## src/rtl/adc_seq_pkg.sv

```systemverilog
package adc_seq_pkg;
  localparam int RES_W  = 10;
  localparam int TAG_W  = 4;
  localparam int CH_W   = 3;
  localparam int ENT_W  = CH_W + 1;
  localparam int STEP_N = 1 << TAG_W;
  localparam int WORD_W = 16;
  localparam int PAD_W  = WORD_W - TAG_W - RES_W;
  localparam int BIT_W  = $clog2(RES_W);

  typedef struct packed {
    logic             push;
    logic [TAG_W-1:0] tag;
    logic [RES_W-1:0] result;
  } seqStrobe_t;

  typedef enum logic [1:0] {
    SEQ_IDLE,
    SEQ_SAMPLE,
    SEQ_TRIAL
  } seqState_e;
endpackage

```

## src/rtl/adc_seq_ctrl.sv

```systemverilog
module adc_seq_ctrl
  import adc_seq_pkg::*;
#(
  parameter int DIV_W = 8
) (
  input  logic                    clk,
  input  logic                    rstN,
  input  logic                    start,
  input  logic [DIV_W-1:0]        clkDiv,
  input  logic [TAG_W-1:0]        stepLast,
  input  logic [STEP_N*ENT_W-1:0] stepTable,
  input  logic                    cmpIn,
  output logic [CH_W-1:0]         chanSel,
  output logic                    diffMode,
  output logic [RES_W-1:0]        trialCode,
  output logic                    busy,
  output seqStrobe_t              strobe
);
  seqState_e        state;
  logic [DIV_W-1:0] divCnt;
  logic [TAG_W-1:0] stepIdx;
  logic [BIT_W-1:0] bitIdx;
  logic             tick;
  logic             lastBit;
  logic [RES_W-1:0] decided;
  logic [ENT_W-1:0] entry;

  assign busy    = (state != SEQ_IDLE);
  assign tick    = busy && (divCnt == clkDiv);
  assign lastBit = (bitIdx == '0);
  assign entry   = stepTable[stepIdx*ENT_W +: ENT_W];
  assign chanSel = entry[CH_W-1:0];
  assign diffMode = entry[ENT_W-1];

  // Keep the trial bit when the input is at or above the trial level.
  always_comb begin
    decided = cmpIn ? trialCode : (trialCode & ~(RES_W'(1) << bitIdx));
  end

  always_comb begin
    strobe.push   = tick && (state == SEQ_TRIAL) && lastBit;
    strobe.tag    = stepIdx;
    strobe.result = decided;
  end

  always_ff @(posedge clk) begin
    if (!rstN) begin
      state     <= SEQ_IDLE;
      divCnt    <= '0;
      stepIdx   <= '0;
      bitIdx    <= '0;
      trialCode <= '0;
    end else begin
      divCnt <= (!busy || tick) ? '0 : divCnt + 1'b1;
      case (state)
        SEQ_IDLE: begin
          if (start) begin
            state     <= SEQ_SAMPLE;
            stepIdx   <= '0;
            trialCode <= '0;
          end
        end
        SEQ_SAMPLE: begin
          if (tick) begin
            trialCode <= RES_W'(1) << (RES_W - 1);
            bitIdx    <= BIT_W'(RES_W - 1);
            state     <= SEQ_TRIAL;
          end
        end
        SEQ_TRIAL: begin
          if (tick) begin
            if (lastBit) begin
              trialCode <= decided;
              if (stepIdx == stepLast) begin
                state <= SEQ_IDLE;
              end else begin
                stepIdx <= stepIdx + 1'b1;
                state   <= SEQ_SAMPLE;
              end
            end else begin
              trialCode <= decided | (RES_W'(1) << (bitIdx - 1'b1));
              bitIdx    <= bitIdx - 1'b1;
            end
          end
        end
        default: state <= SEQ_IDLE;
      endcase
    end
  end
endmodule

```

## src/rtl/adc_seq_dp.sv

```systemverilog
module adc_seq_dp
  import adc_seq_pkg::*;
#(
  parameter int DEPTH = 16,
  localparam int PTR_W = $clog2(DEPTH),
  localparam int LVL_W = $clog2(DEPTH + 1)
) (
  input  logic              clk,
  input  logic              rstN,
  input  seqStrobe_t        strobe,
  input  logic              popEn,
  input  logic [LVL_W-1:0]  watermark,
  input  logic              statusClr,
  input  logic              brownoutAsync,
  output logic [WORD_W-1:0] fifoData,
  output logic              fifoEmpty,
  output logic [LVL_W-1:0]  fifoLevel,
  output logic              wmIrq,
  output logic              overrun,
  output logic              brownoutIrq
);
  logic [WORD_W-1:0] mem [DEPTH];
  logic [PTR_W-1:0]  wrPtr;
  logic [PTR_W-1:0]  rdPtr;
  logic              full;
  logic              pushOk;
  logic              popOk;
  logic [1:0]        boSync;
  logic [WORD_W-1:0] pushWord;

  assign full      = (fifoLevel == LVL_W'(DEPTH));
  assign fifoEmpty = (fifoLevel == '0);
  assign pushOk    = strobe.push && !full;
  assign popOk     = popEn && !fifoEmpty;
  assign pushWord  = {strobe.tag, {PAD_W{1'b0}}, strobe.result};
  assign fifoData  = fifoEmpty ? '0 : mem[rdPtr];
  assign wmIrq     = (watermark != '0) && (fifoLevel >= watermark);

  always_ff @(posedge clk) begin
    if (pushOk) mem[wrPtr] <= pushWord;
  end

  always_ff @(posedge clk) begin
    if (!rstN) begin
      wrPtr       <= '0;
      rdPtr       <= '0;
      fifoLevel   <= '0;
      overrun     <= 1'b0;
      boSync      <= '0;
      brownoutIrq <= 1'b0;
    end else begin
      if (pushOk) wrPtr <= (wrPtr == PTR_W'(DEPTH - 1)) ? '0 : wrPtr + 1'b1;
      if (popOk)  rdPtr <= (rdPtr == PTR_W'(DEPTH - 1)) ? '0 : rdPtr + 1'b1;
      fifoLevel   <= fifoLevel + LVL_W'(pushOk) - LVL_W'(popOk);
      overrun     <= (strobe.push && full) || (overrun && !statusClr);
      boSync      <= {boSync[0], brownoutAsync};
      brownoutIrq <= boSync[1] || (brownoutIrq && !statusClr);
    end
  end
endmodule

```

## src/rtl/adc_seq.sv

```systemverilog
module adc_seq
  import adc_seq_pkg::*;
#(
  parameter int DEPTH = 16,
  parameter int DIV_W = 8
) (
  input  logic                          clk,
  input  logic                          rstN,
  input  logic                          start,
  input  logic [DIV_W-1:0]              clkDiv,
  input  logic [TAG_W-1:0]              stepLast,
  input  logic [STEP_N*ENT_W-1:0]       stepTable,
  input  logic                          cmpIn,
  output logic [CH_W-1:0]               chanSel,
  output logic                          diffMode,
  output logic [RES_W-1:0]              trialCode,
  output logic                          busy,
  input  logic                          popEn,
  input  logic [$clog2(DEPTH+1)-1:0]    watermark,
  input  logic                          statusClr,
  output logic [WORD_W-1:0]             fifoData,
  output logic                          fifoEmpty,
  output logic [$clog2(DEPTH+1)-1:0]    fifoLevel,
  output logic                          wmIrq,
  output logic                          overrun,
  input  logic                          brownoutAsync,
  output logic                          brownoutIrq
);
  seqStrobe_t strobe;

  adc_seq_ctrl #(.DIV_W(DIV_W)) i_ctrl (
    .clk       (clk),
    .rstN      (rstN),
    .start     (start),
    .clkDiv    (clkDiv),
    .stepLast  (stepLast),
    .stepTable (stepTable),
    .cmpIn     (cmpIn),
    .chanSel   (chanSel),
    .diffMode  (diffMode),
    .trialCode (trialCode),
    .busy      (busy),
    .strobe    (strobe)
  );

  adc_seq_dp #(.DEPTH(DEPTH)) i_dp (
    .clk           (clk),
    .rstN          (rstN),
    .strobe        (strobe),
    .popEn         (popEn),
    .watermark     (watermark),
    .statusClr     (statusClr),
    .brownoutAsync (brownoutAsync),
    .fifoData      (fifoData),
    .fifoEmpty     (fifoEmpty),
    .fifoLevel     (fifoLevel),
    .wmIrq         (wmIrq),
    .overrun       (overrun),
    .brownoutIrq   (brownoutIrq)
  );
endmodule

```

## config.mk

```make
export PLATFORM = sky130hd
export DESIGN_NAME = adc_seq
export DESIGN_NICKNAME = d
export VERILOG_FILES = /design/src/rtl/adc_seq_pkg.sv /design/src/rtl/adc_seq_ctrl.sv /design/src/rtl/adc_seq_dp.sv /design/src/rtl/adc_seq.sv
export SDC_FILE = /design/constraint.sdc
export NUM_CORES = 1
export LEC_CHECK = 0
export BUFFER_PORTS_ARGS = -buffer_cell sky130_fd_sc_hd__buf_2
export CORE_ASPECT_RATIO = 1.1
export CORE_UTILIZATION = 35
export DETAILED_ROUTE_END_ITERATION = 8
export SLEW_MARGIN = 20
export SYNTH_ARGS = -nofsm -noshare
export SYNTH_HDL_FRONTEND = slang
export SYNTH_SLANG_ARGS = --single-unit
```

## constraint.sdc

```tcl
create_clock -name clk -period 2.8 [get_ports clk]
set_input_delay 0.14 -clock clk [delete_from_list [all_inputs] [get_ports clk]]
set_output_delay 0.14 -clock clk [all_outputs]
set_load 0.05 [all_outputs]
```

---- Word level (Yosys, flattened, before mapping) ----
Memories as Yosys holds them, arrays and structs flattened. A register that Yosys moved wholly into a read port is not among the register bits.
Index checks and enable logic that the tools add are counted.
word-level totals
  flip-flop bits (word level) ............. 45
  memory bits (writable) .................. 224
  bits of input ports ..................... 88
  output and inout bits ................... 40
  logic and storage cells ................. 97
  memories kept ........................... 1
memories
  memory    depth  bits a word  rd ports  clocked after memory_dff  write ports  line              RTL
  i_dp.mem  16     14           1         1                         1            adc_seq_dp.sv:22  logic [WORD_W-1:0] mem [DEPTH];
cells by class
  $add $sub $neg .......................... 7
  order comparisons ....................... 1
  eq/ne operators ......................... 13
  shift operators ......................... 3
  mux-type cells .......................... 28
  bitwise gates (word level) .............. 4
  reductions and logical operators ........ 29
operators with widths
  cell                                               count
  variable part select 64 x 7 -> 4 bit               1
  two-way mux 10 bit                                 5
  two-way mux 4 bit                                  11
  one-hot mux 10 bit (3 select lines)                1
  left shift 1 x 4 -> 10 bit (first input constant)  2
  two-way mux 16 bit                                 1
  one-hot mux 4 bit (2 select lines)                 2
  adder 4 x 1 -> 4 bit (second input constant)       3
  AND reduction 4 bit                                3
  bitwise AND 10 bit                                 1
  NOT 10 bit                                         1
  bitwise OR 10 bit                                  1
  logical AND 1 bit                                  9
  adder 8 x 1 -> 8 bit (second input constant)       1
  == test 4 bit (second input constant)              2
  == test 8 bit                                      1
  two-way mux 2 bit                                  4
  != test 2 x 1 -> 1 bit (second input constant)     3
  != test 2 bit (second input constant)              3
  one-hot mux 2 bit (3 select lines)                 1
  nonzero test 2 bit                                 3
  adder 5 x 1 -> 5 bit                               1
  == test 5 bit (second input constant)              1
  >= comparator 5 bit                                1
  16 further kinds                                   23

---- Depth between registers and ports, before layout ----
Gate-level depths: netlist of run 1.
  depth after elaboration ................. 8
  gate-level depth with buffers ........... 16

---- Modules after synthesis ----
From an unflattened synthesis of run 1, not the netlist that was laid out.
second synthesis, totals
  cells, all modules ...................... 739
  area, all modules ....................... 12,165.4 sq um
modules (own cells, without submodules)
  module        instances  cells an instance  area each (sq um)  seq. area each (sq um)
  adc_seq_dp    1          507                9,898.2            7,146.9
  adc_seq_ctrl  1          232                2,267.2            560.5

---- Least setup slack after synthesis of run 1 ----
No wires, ideal clock.
  path type ............................... register -> register
  start ................................... register i_dp.fifoLevel[3]
  end ..................................... register i_dp.fifoLevel[4]
  setup time .............................. 0.072 ns
  arrival ................................. 3.144 ns
  required time ........................... 2.728 ns
  slack ................................... -0.416 ns
  cell stages (with the launch flop) ...... 16
  buffers on the path ..................... 0
  period minus slack after synthesis ...... 3.216 ns
  cells stage by stage .................... dfxtp_1 inv_1 ha_1 nor4b_1 nand2b_1 inv_1 ha_1 inv_1 ha_1 inv_1 fa_1 inv_1 a21oi_1 nor2_1 or3_1 a21oi_1
between the ends
  elaborated cells between the ends (all ways) .. 8
  classes of those cells .................. add/sub: 2; eq/ne: 1; reduce/logical: 5
RTL lines
  item                       line              RTL
  start, declared            adc_seq_dp.sv:17  output logic [LVL_W-1:0] fifoLevel,
  start signal, assigned     adc_seq_dp.sv:54  fifoLevel <= fifoLevel + LVL_W'(pushOk) - LVL_W'(popOk);
  logical NOT 5 bit          adc_seq_dp.sv:32  assign fifoEmpty = (fifoLevel == '0);
  logical NOT 1 bit          adc_seq_dp.sv:34  assign popOk = popEn && !fifoEmpty;
  logical AND 1 bit          adc_seq_dp.sv:34
  via i_dp.popOk             adc_seq_dp.sv:27  logic popOk;
  subtractor 5 x 1 -> 5 bit  adc_seq_dp.sv:54
The timed path passes the listed nets, and every way through them passes these cells.
A chain may end at the register's enable or synchronous reset.

==> results of run 1 <==
==> Yosys cell counts (3+ instances only) <==
cell      instances
a21o_1            3
nand2_1          26
or3_1             4
nand3_1           9
or4_1             4
o22ai_1           9
a21boi_0          8
ha_1             28
dfxtp_1          49
o21a_1            3
a21oi_1          24
xnor2_1          16
mux4_2           90
inv_1            26
and2_1            7
xor2_1            8
nand2b_1          4
a31oi_1           5
clkbuf_1         21
nor3_1            3
edfxtp_1        224
nor2b_1          18
o21ai_0           5
mux2i_1           5
and3_1           20
buf_2            10
nor2_1           26
nand4_1           4
==> placed cells by master, fill, tap and decap left out, types with 4 or more instances in the layout <==
| cell type | netlist | routed |
|---|---|---|
| a21boi_0 | 8 | 8 |
| a21oi_1 | 24 | 24 |
| a31oi_1 | 5 | 5 |
| and2_1 | 7 | 7 |
| and3_1 | 20 | 20 |
| buf_12 | 0 | 4 |
| buf_16 | 0 | 4 |
| buf_2 | 10 | 111 |
| buf_4 | 2 | 52 |
| buf_6 | 0 | 13 |
| clkbuf_16 | 0 | 30 |
| clkinv_1 | 1 | 5 |
| clkinv_2 | 0 | 4 |
| clkinvlp_4 | 0 | 4 |
| dfxtp_1 | 49 | 44 |
| edfxtp_1 | 224 | 224 |
| ha_1 | 28 | 26 |
| inv_1 | 26 | 25 |
| mux2i_1 | 5 | 5 |
| mux4_2 | 90 | 90 |
| nand2_1 | 26 | 26 |
| nand3_1 | 9 | 9 |
| nand4_1 | 4 | 4 |
| nor2_1 | 26 | 25 |
| nor2b_1 | 18 | 18 |
| o21ai_0 | 5 | 5 |
| o22ai_1 | 9 | 9 |
| or3_1 | 4 | 4 |
| or4_1 | 4 | 4 |
| xnor2_1 | 16 | 16 |
| xor2_1 | 8 | 8 |
==> worst max-delay path by stage <==
stage / from / to / slack (ns) / cells after the start
3_5_place_dp: i_ctrl.bitIdx[1] / i_dp.fifoLevel[4] / 0.17 / 13
6_report: flip-flop / fifoData[1] / 0.06 / 6
5_1_grt: flip-flop / fifoData[4] / -0.02 / 6
3_3_place_gp: i_ctrl.bitIdx[1] / i_dp.fifoLevel[4] / 0.23 / 13
2_1_floorplan: i_ctrl.bitIdx[1] / i_dp.fifoLevel[4] / 0.004 / 15
4_1_cts: flip-flop / fifoData[0] / 0.001 / 6
==> sequential cells by signal, summed over array words and instances, names as in the netlist, 2 cells and up, named ones only <==
register	flops
i_dp.rdPtr	4
i_ctrl.state	2
i_ctrl.bitIdx	4
i_dp.wrPtr	4
i_dp.fifoLevel	5
i_ctrl.stepIdx	4
i_dp.mem	224
i_dp.boSync	2
i_ctrl.trialCode	10
i_ctrl.divCnt	8
==> through the flow <==
stage | power (mW) | setup TNS (ns) | util, %
6_report | 11.19 | 0 | 43.84
5_1_grt | 11.70 | -0.09545 | 43.84
2_1_floorplan | 6.462 | 0 | -
4_1_cts | 11.22 | 0 | 43.62
3_3_place_gp | 7.142 | 0 | 40.06
3_5_place_dp | 7.161 | 0 | 40.06
==> layout make-up <==
type	instances	area [um2]	share of cell area (%)
clock inverter	22	222.7	1.522
multi-input combinational	366	3990	27.27
sequential	273	7719	52.76
timing repair buffer	188	1353	9.245
tap	432	540.5	3.695
clock buffer	29	704.4	4.815
inverter	27	101.3	0.6927
==> per-layer routing <==
metal / share of wire [%] / vias up / GRT usage, %
met2: 50 / 179 / 26.77
li1: - / 3162 / -
met4: 1.3 / 0 / 3.324
met5: 0 / - / 0
met3: 4.6 / 29 / 2.064
met1: 44 / 3506 / 22.07
==> power by group through the flow <==
stage	registers, mW	clock network (mW)	logic [mW]
2_1_floorplan	4.69	0	1.77
3_3_place_gp	4.58	0	2.56
3_5_place_dp	4.58	0	2.58
4_1_cts	4.50	3.79	2.93
5_1_grt	4.51	3.95	3.24
6_report	4.50	3.71	2.98
==> timing repair <==
item / CTS / global route
gates cloned: 4 / 2
hold buffers: 2 / 0
hold endpoints to repair: 3 / 0
buffers inserted: 3 / 2
resized for setup: 29 / 11
setup endpoints to repair: 18 / 13
pin swaps: 0 / 1
==> worst min-delay path: stages <==
cell      delay [ns]
buf_2           0.12
nand2b_4        0.06
inv_1           0.06
nand2_1         0.07
a21oi_1         0.06
==> cell families (layout without fill, tap and decap cells) <==
group                      after synthesis  after routing  share of synthesized area [%]
adders and majority gates               29             29                          3.113
buffers and inverters                   62            266                          2.124
muxes                                   95             95                          17.46
other                                    1              2                        0.03152
DFF                                    273            273                          64.77
and+or+nand+nor                        136            136                          6.214
AOI/OAI and AO/OA                       80             80                          4.522
xor gates and xnor gates                24             24                          1.767
==> results.yml, run 1 <==
cells_and_area:
  fillerInstances: 2888
  finalNetCount: 1001
  final_area_um2: 14630
  insertedDiodeCount: 0
  drive_above_1_share_pct: 37.79
  areaGrowthSynthToFinish_pct: 22.95
  fin_cells: 1337
timing:
  period_share_pct: 97.93
  final-hold-violation-count: 0
  hold_ws_ns: 0.01599
  fmax_ghz: 0.3647
  max_slew_margin_pct: 55.95
  slew_violations: 0
  post-route-min-period_ns: 2.742
  fin_worst_skew_ns: 0.01444
  layout_setup_ws_ns: 0.05794
  tightest_slew_ns: 0.6568
  rsz0062_at_grt: "true"
  setup_violations: 0
critical_path:
  crit_buf_inv: 3
  crit_type: "reg2out"
  path_max_fanout: 8
  required_ns: 2.66
  rr_worst_depth: 15
  worstPathCellList: "buf_4 -> buf_16 -> mux4_2 -> mux4_2 -> nor2b_1 -> buf_6"
  crit_family: "multiplexers"
  worstPathArrival_ns: 2.60
  rrSetupSlack_ns: 0.17
  start_kind: "flip-flop"
  slowest_delay_ns: 0.56
  cpMostUsedCell: "mux4_2"
  timing.rr.end: "i_dp.fifoLevel[4]"
  cp_slowest_cell: "mux4_2"
  end_kind: "output port"
  reg2reg_from: "i_dp.fifoLevel[2]"
placed_design:
  dp_cells: 1274
  placed_area_um2: 13370
  dp_slack_ns: 0.1746
  post-dp-hpwl_mm: 17.16
  finalWeightedCongestion: 0.8184
  portBuffers: 125
clock_network:
  htree_levels: 1
  cts_root_buffer: "clkbuf_16"
  clkTransAtPathRegs_ns: 0.06
  numClockSinks: 273
  cts_buffers: 28
  cts_buffer_depth: 3
  cts_tree: "done"
  worst_skew_pair.late_latency_ns: 0.55
drt:
  num_vias: 6876
  wl_mm: 27.11
  routed_via_density: 5.143
  post_drt_wl_per_cell_um: 20.27
  firstDrtPassIters: 4
  postRouteAntennaNets: 0
  drc: 0
  drtIter0Drc: 455
synth:
  avgSynthCellArea_um2: 17.00
  synth.yosys.seq_area_share_pct: 64.77
  ys_async_sr_fraction_pct: 0
  synth.top_cell.area_share_pct: 56.53
  ys_types: 56
  synth_top_area_cell: "edfxtp_1"
  syn_inst: 700
  synth_seq_cells: 273
  synth_top_cells_by_area: "edfxtp_1 57%, mux4_2 17%, dfxtp_1 8.2%"
  yosysWarnings: 0
  syn_area_um2: 11900
  synth_edf_count: 224
  ys.flop_type: "edfxtp_1"
floorplanning:
  dieHeight_um: 195.4
  dieWidth_um: 177.8
  pin_count: 128
  rows: 70
  initial_utilization_pct: 35.66
  core_area_um2: 33370
  die_area_um2: 34740
global_routing:
  grt_pass1_vias: 7054
  grt_pass1_wl_mm: 41.93
  grt_max_degree: 57
  antenna_found_initial: 0
  overflow: 0
  grt_usage_pct: 15.93
worst_hold_path:
  holdPathStages: 5
  hold_path_class: "in2reg"
  hp-start: "popEn"
power_and_ir_drop:
  power.leakage_nw: 5.248
  p_int_mw: 7.815
  power_density_nw_per_um2: 765.1
  swShare_pct: 30.18
  combPwrFrac_pct: 26.7
  p_clk_share_pct: 33.1
  max-vdd-ir-drop_v: 0.0004170
  pwr-share-seq_pct: 40.2
  switchingPower_mw: 3.378
job:
  cap_violations: 0
run_status:
  status: "finished, final reports clean"
(Power assumes the default switching activity.)
==> inputs of run 2 (changes only) <==
--- a/config.mk
+++ b/config.mk
@@ -9,7 +9,9 @@
 export CORE_ASPECT_RATIO = 1.1
 export CORE_UTILIZATION = 35
 export DETAILED_ROUTE_END_ITERATION = 8
+export PLACE_DENSITY = 0.53
 export SLEW_MARGIN = 20
 export SYNTH_ARGS = -nofsm -noshare
 export SYNTH_HDL_FRONTEND = slang
+export SYNTH_HIERARCHICAL = 1
 export SYNTH_SLANG_ARGS = --single-unit
==> run 2 against run 1 <==
  * The flow now finishes with violations (design-rule violations)
  * Synthesized cell count rose by 5.6%
  * Die area rose by 2.2%
  * First-iteration DRC count rose by 5.7%
  * Sequential share of layout area fell by 1.0 points
  * Register-to-register slack got worse by 0.05 ns
  * Total power fell by 6.8%
  * Hold slack improved by 0.040 ns
  * Area after synthesis rose by 2.2%
  * Largest cell class unchanged
  * Critical path depth rose by 8
  * Sequential power rose by 0.9%
==> results.yml, run 2 <==
run_status:
  status: "complete, but fails checks"
  violations: "design-rule violations"
timing:
  period_share_pct: 95.66
  setup_violations: 0
  max_slew_margin_pct: 29.18
  fmax_ghz: 0.3734
  slew_violations: 0
  final-hold-violation-count: 0
  fin_worst_skew_ns: 0.01475
  post-route-min-period_ns: 2.678
  layout_setup_ws_ns: 0.1216
  finalSetupTns_ns: 0
  tightest_slew_ns: 1.061
clock_network:
  clkTransAtPathRegs_ns: 0.06
  cts_buffers: 28
  numClockSinks: 273
  cts_tree: "done"
  worst_skew_pair.late_latency_ns: 0.54
  cts_buffer_depth: 3
  cts_root_buffer: "clkbuf_16"
  htree_levels: 1
critical_path:
  start_kind: "flip-flop"
  worstPathArrival_ns: 3.09
  end_kind: "flip-flop"
  path_max_fanout: 4
  crit_type: "reg2reg"
  required_ns: 3.21
global_routing:
  grt_usage_pct: 16.20
  overflow: 0
  antenna_found_initial: 1
  grt_pass1_vias: 7301
  grt_pass1_wl_mm: 43.55
  grt_max_degree: 33
cells_and_area:
  fin_cells: 1398
  insertedDiodeCount: 0
  areaGrowthSynthToFinish_pct: 22.72
  drive_above_1_share_pct: 38.54
  largest_register_ffs: 224
  layout_common_cells: "224 x edfxtp_1, 125 x buf_2, 71 x mux4_2"
  finalNetCount: 1053
  fillerInstances: 3045
  largest_register: "i_dp/mem"
  reg_top3: "i_dp/mem (224), i_ctrl/trialCode (10), i_ctrl/divCnt (8)"
  final_area_um2: 14930
  final_common_cell: "edfxtp_1"
worst_hold_path:
  hold_path_class: "in2reg"
floorplanning:
  dieWidth_um: 179.8
  rows: 71
  core_area_um2: 34200
  initial_utilization_pct: 35.57
  die_area_um2: 35510
  pin_count: 128
  dieHeight_um: 197.5
placed_design:
  post-dp-hpwl_mm: 19.17
  finalWeightedCongestion: 0.7444
  dp_cells: 1333
  dp_slack_ns: 0.07470
  portBuffers: 125
  placed_area_um2: 13890
synth:
  synth_top_area_cell: "edfxtp_1"
  yosysMostFrequentCell: "edfxtp_1"
  syn_area_um2: 12170
  synth_common_cells: "224 x edfxtp_1, 71 x mux4_2, 49 x dfxtp_1, 37 x nor2_1"
  syn_inst: 739
  yosysWarnings: 6
  ys_async_sr_fraction_pct: 0
  synth_edf_count: 224
  synth_seq_cells: 273
  synth.top_cell.area_share_pct: 55.29
  synth.yosys.seq_area_share_pct: 63.35
  avgSynthCellArea_um2: 16.46
  ys.flop_type: "edfxtp_1"
  synth_top_cells_by_area: "edfxtp_1 55%, mux4_2 13%, dfxtp_1 8.1%"
  ys_types: 63
drt:
  drc: 3
  routed_via_density: 5.137
  num_vias: 7181
  firstDrtPassIters: 7
  wl_mm: 28.70
  post_drt_wl_per_cell_um: 20.53
  drtIter0Drc: 481
  postRouteAntennaNets: 0
power_and_ir_drop:
  power_density_nw_per_um2: 699.0
  max-vdd-ir-drop_v: 0.0006091
  power.leakage_nw: 5.192
  finalPower_mw: 10.44
job:
  cap_violations: 0
[run 2: changes by cell type after synthesis, sizes merged, moves of 9 or more]
cell | previous run | this run
a21oi | 25 | 16
nor3 | 3 | 12
a211oi | 0 | 30
mux4 | 90 | 76
and3 | 20 | 3
buf | 14 | 29
nor2 | 26 | 37
mux2i | 5 | 19
nand3 | 9 | 25
o31ai | 2 | 11
[run 2: area by class of cell]
cell class | instances | area, um2 | share of cell area [%]
inverter | 24 | 92.59 | 0.6202
multi-input combinational | 399 | 4210 | 28.20
sequential | 273 | 7722 | 51.73
timing repair buffer | 212 | 1469 | 9.839
clock inverter | 14 | 97.59 | 0.6537
tap | 438 | 548.0 | 3.671
clock buffer | 38 | 789.5 | 5.288
[run 2: through the flow]
stage | hold slack, ns | util (%)
after global placement | 0.3482 | 40.61
after floorplan | 0.2617 | -
after global routing | 0.05751 | 43.65
final | 0.05599 | 43.65
after CTS | 0.03161 | 43.51
after detailed placement | 0.3567 | 40.61
[run 2: kinds of logic after synthesis]
group / after synthesis / share of synthesized area, %
DFF: 273 / 63.35
and+or+nand+nor: 156 / 7.097
muxes: 95 / 15.79
AOI/OAI and AO/OA: 94 / 5.976
buffers and inverters: 68 / 3.116
adders and majority gates: 27 / 2.839
xor gates and xnor gates: 25 / 1.800
other: 1 / 0.03083
[run 2: power by group]
group          switching, mW  total, mW  internal (mW)
Combinational           1.43       2.32          0.890
Sequential             0.141       4.54           4.40
Clock                   1.52       3.58           2.06
[run 2: timing repair]
item / CTS / global route
buffers inserted: 5 / 5
hold buffers: 3 / 0
resized for setup: 1 / 5
setup endpoints to repair: 7 / 1
pin swaps: 0 / 5
hold endpoints to repair: 4 / 0
[run 2: critical path, stage by stage, from the launching register on]
cell	delay [ns]
dfxtp_2	0.33
inv_4	0.07
ha_4	0.13
or3b_4	0.39
nor4_4	0.27
and2_4	0.19
nand2_1	0.05
nand2_1	0.06
ha_2	0.18
inv_2	0.04
fa_2	0.35
nand2b_4	0.15
a21oi_2	0.14
o21ai_1	0.06
nor3b_1	0.13
[run 2: path summary, 6_finish.rpt]
kind | from | to | slack, ns | cells past startpoint
worst min register to register | i_dp/boSync[1] | i_dp/brownoutIrq | 0.45 | 2
worst min-delay path | rstN | i_ctrl/bitIdx[0] | 0.06 | 3
worst max-delay path | i_ctrl/bitIdx[1] | i_dp/fifoLevel[4] | 0.12 | 14
worst max register to register | i_ctrl/bitIdx[1] | i_dp/fifoLevel[4] | 0.12 | 14
[run 2: metal layers]
metal,share of wire (%),up-vias,GRT usage [%]
met1,43,3644,21.48
met3,4.7,36,2.286
met2,50,161,27.80
met5,0,-,0
li1,-,3340,-
met4,2.1,0,4.470
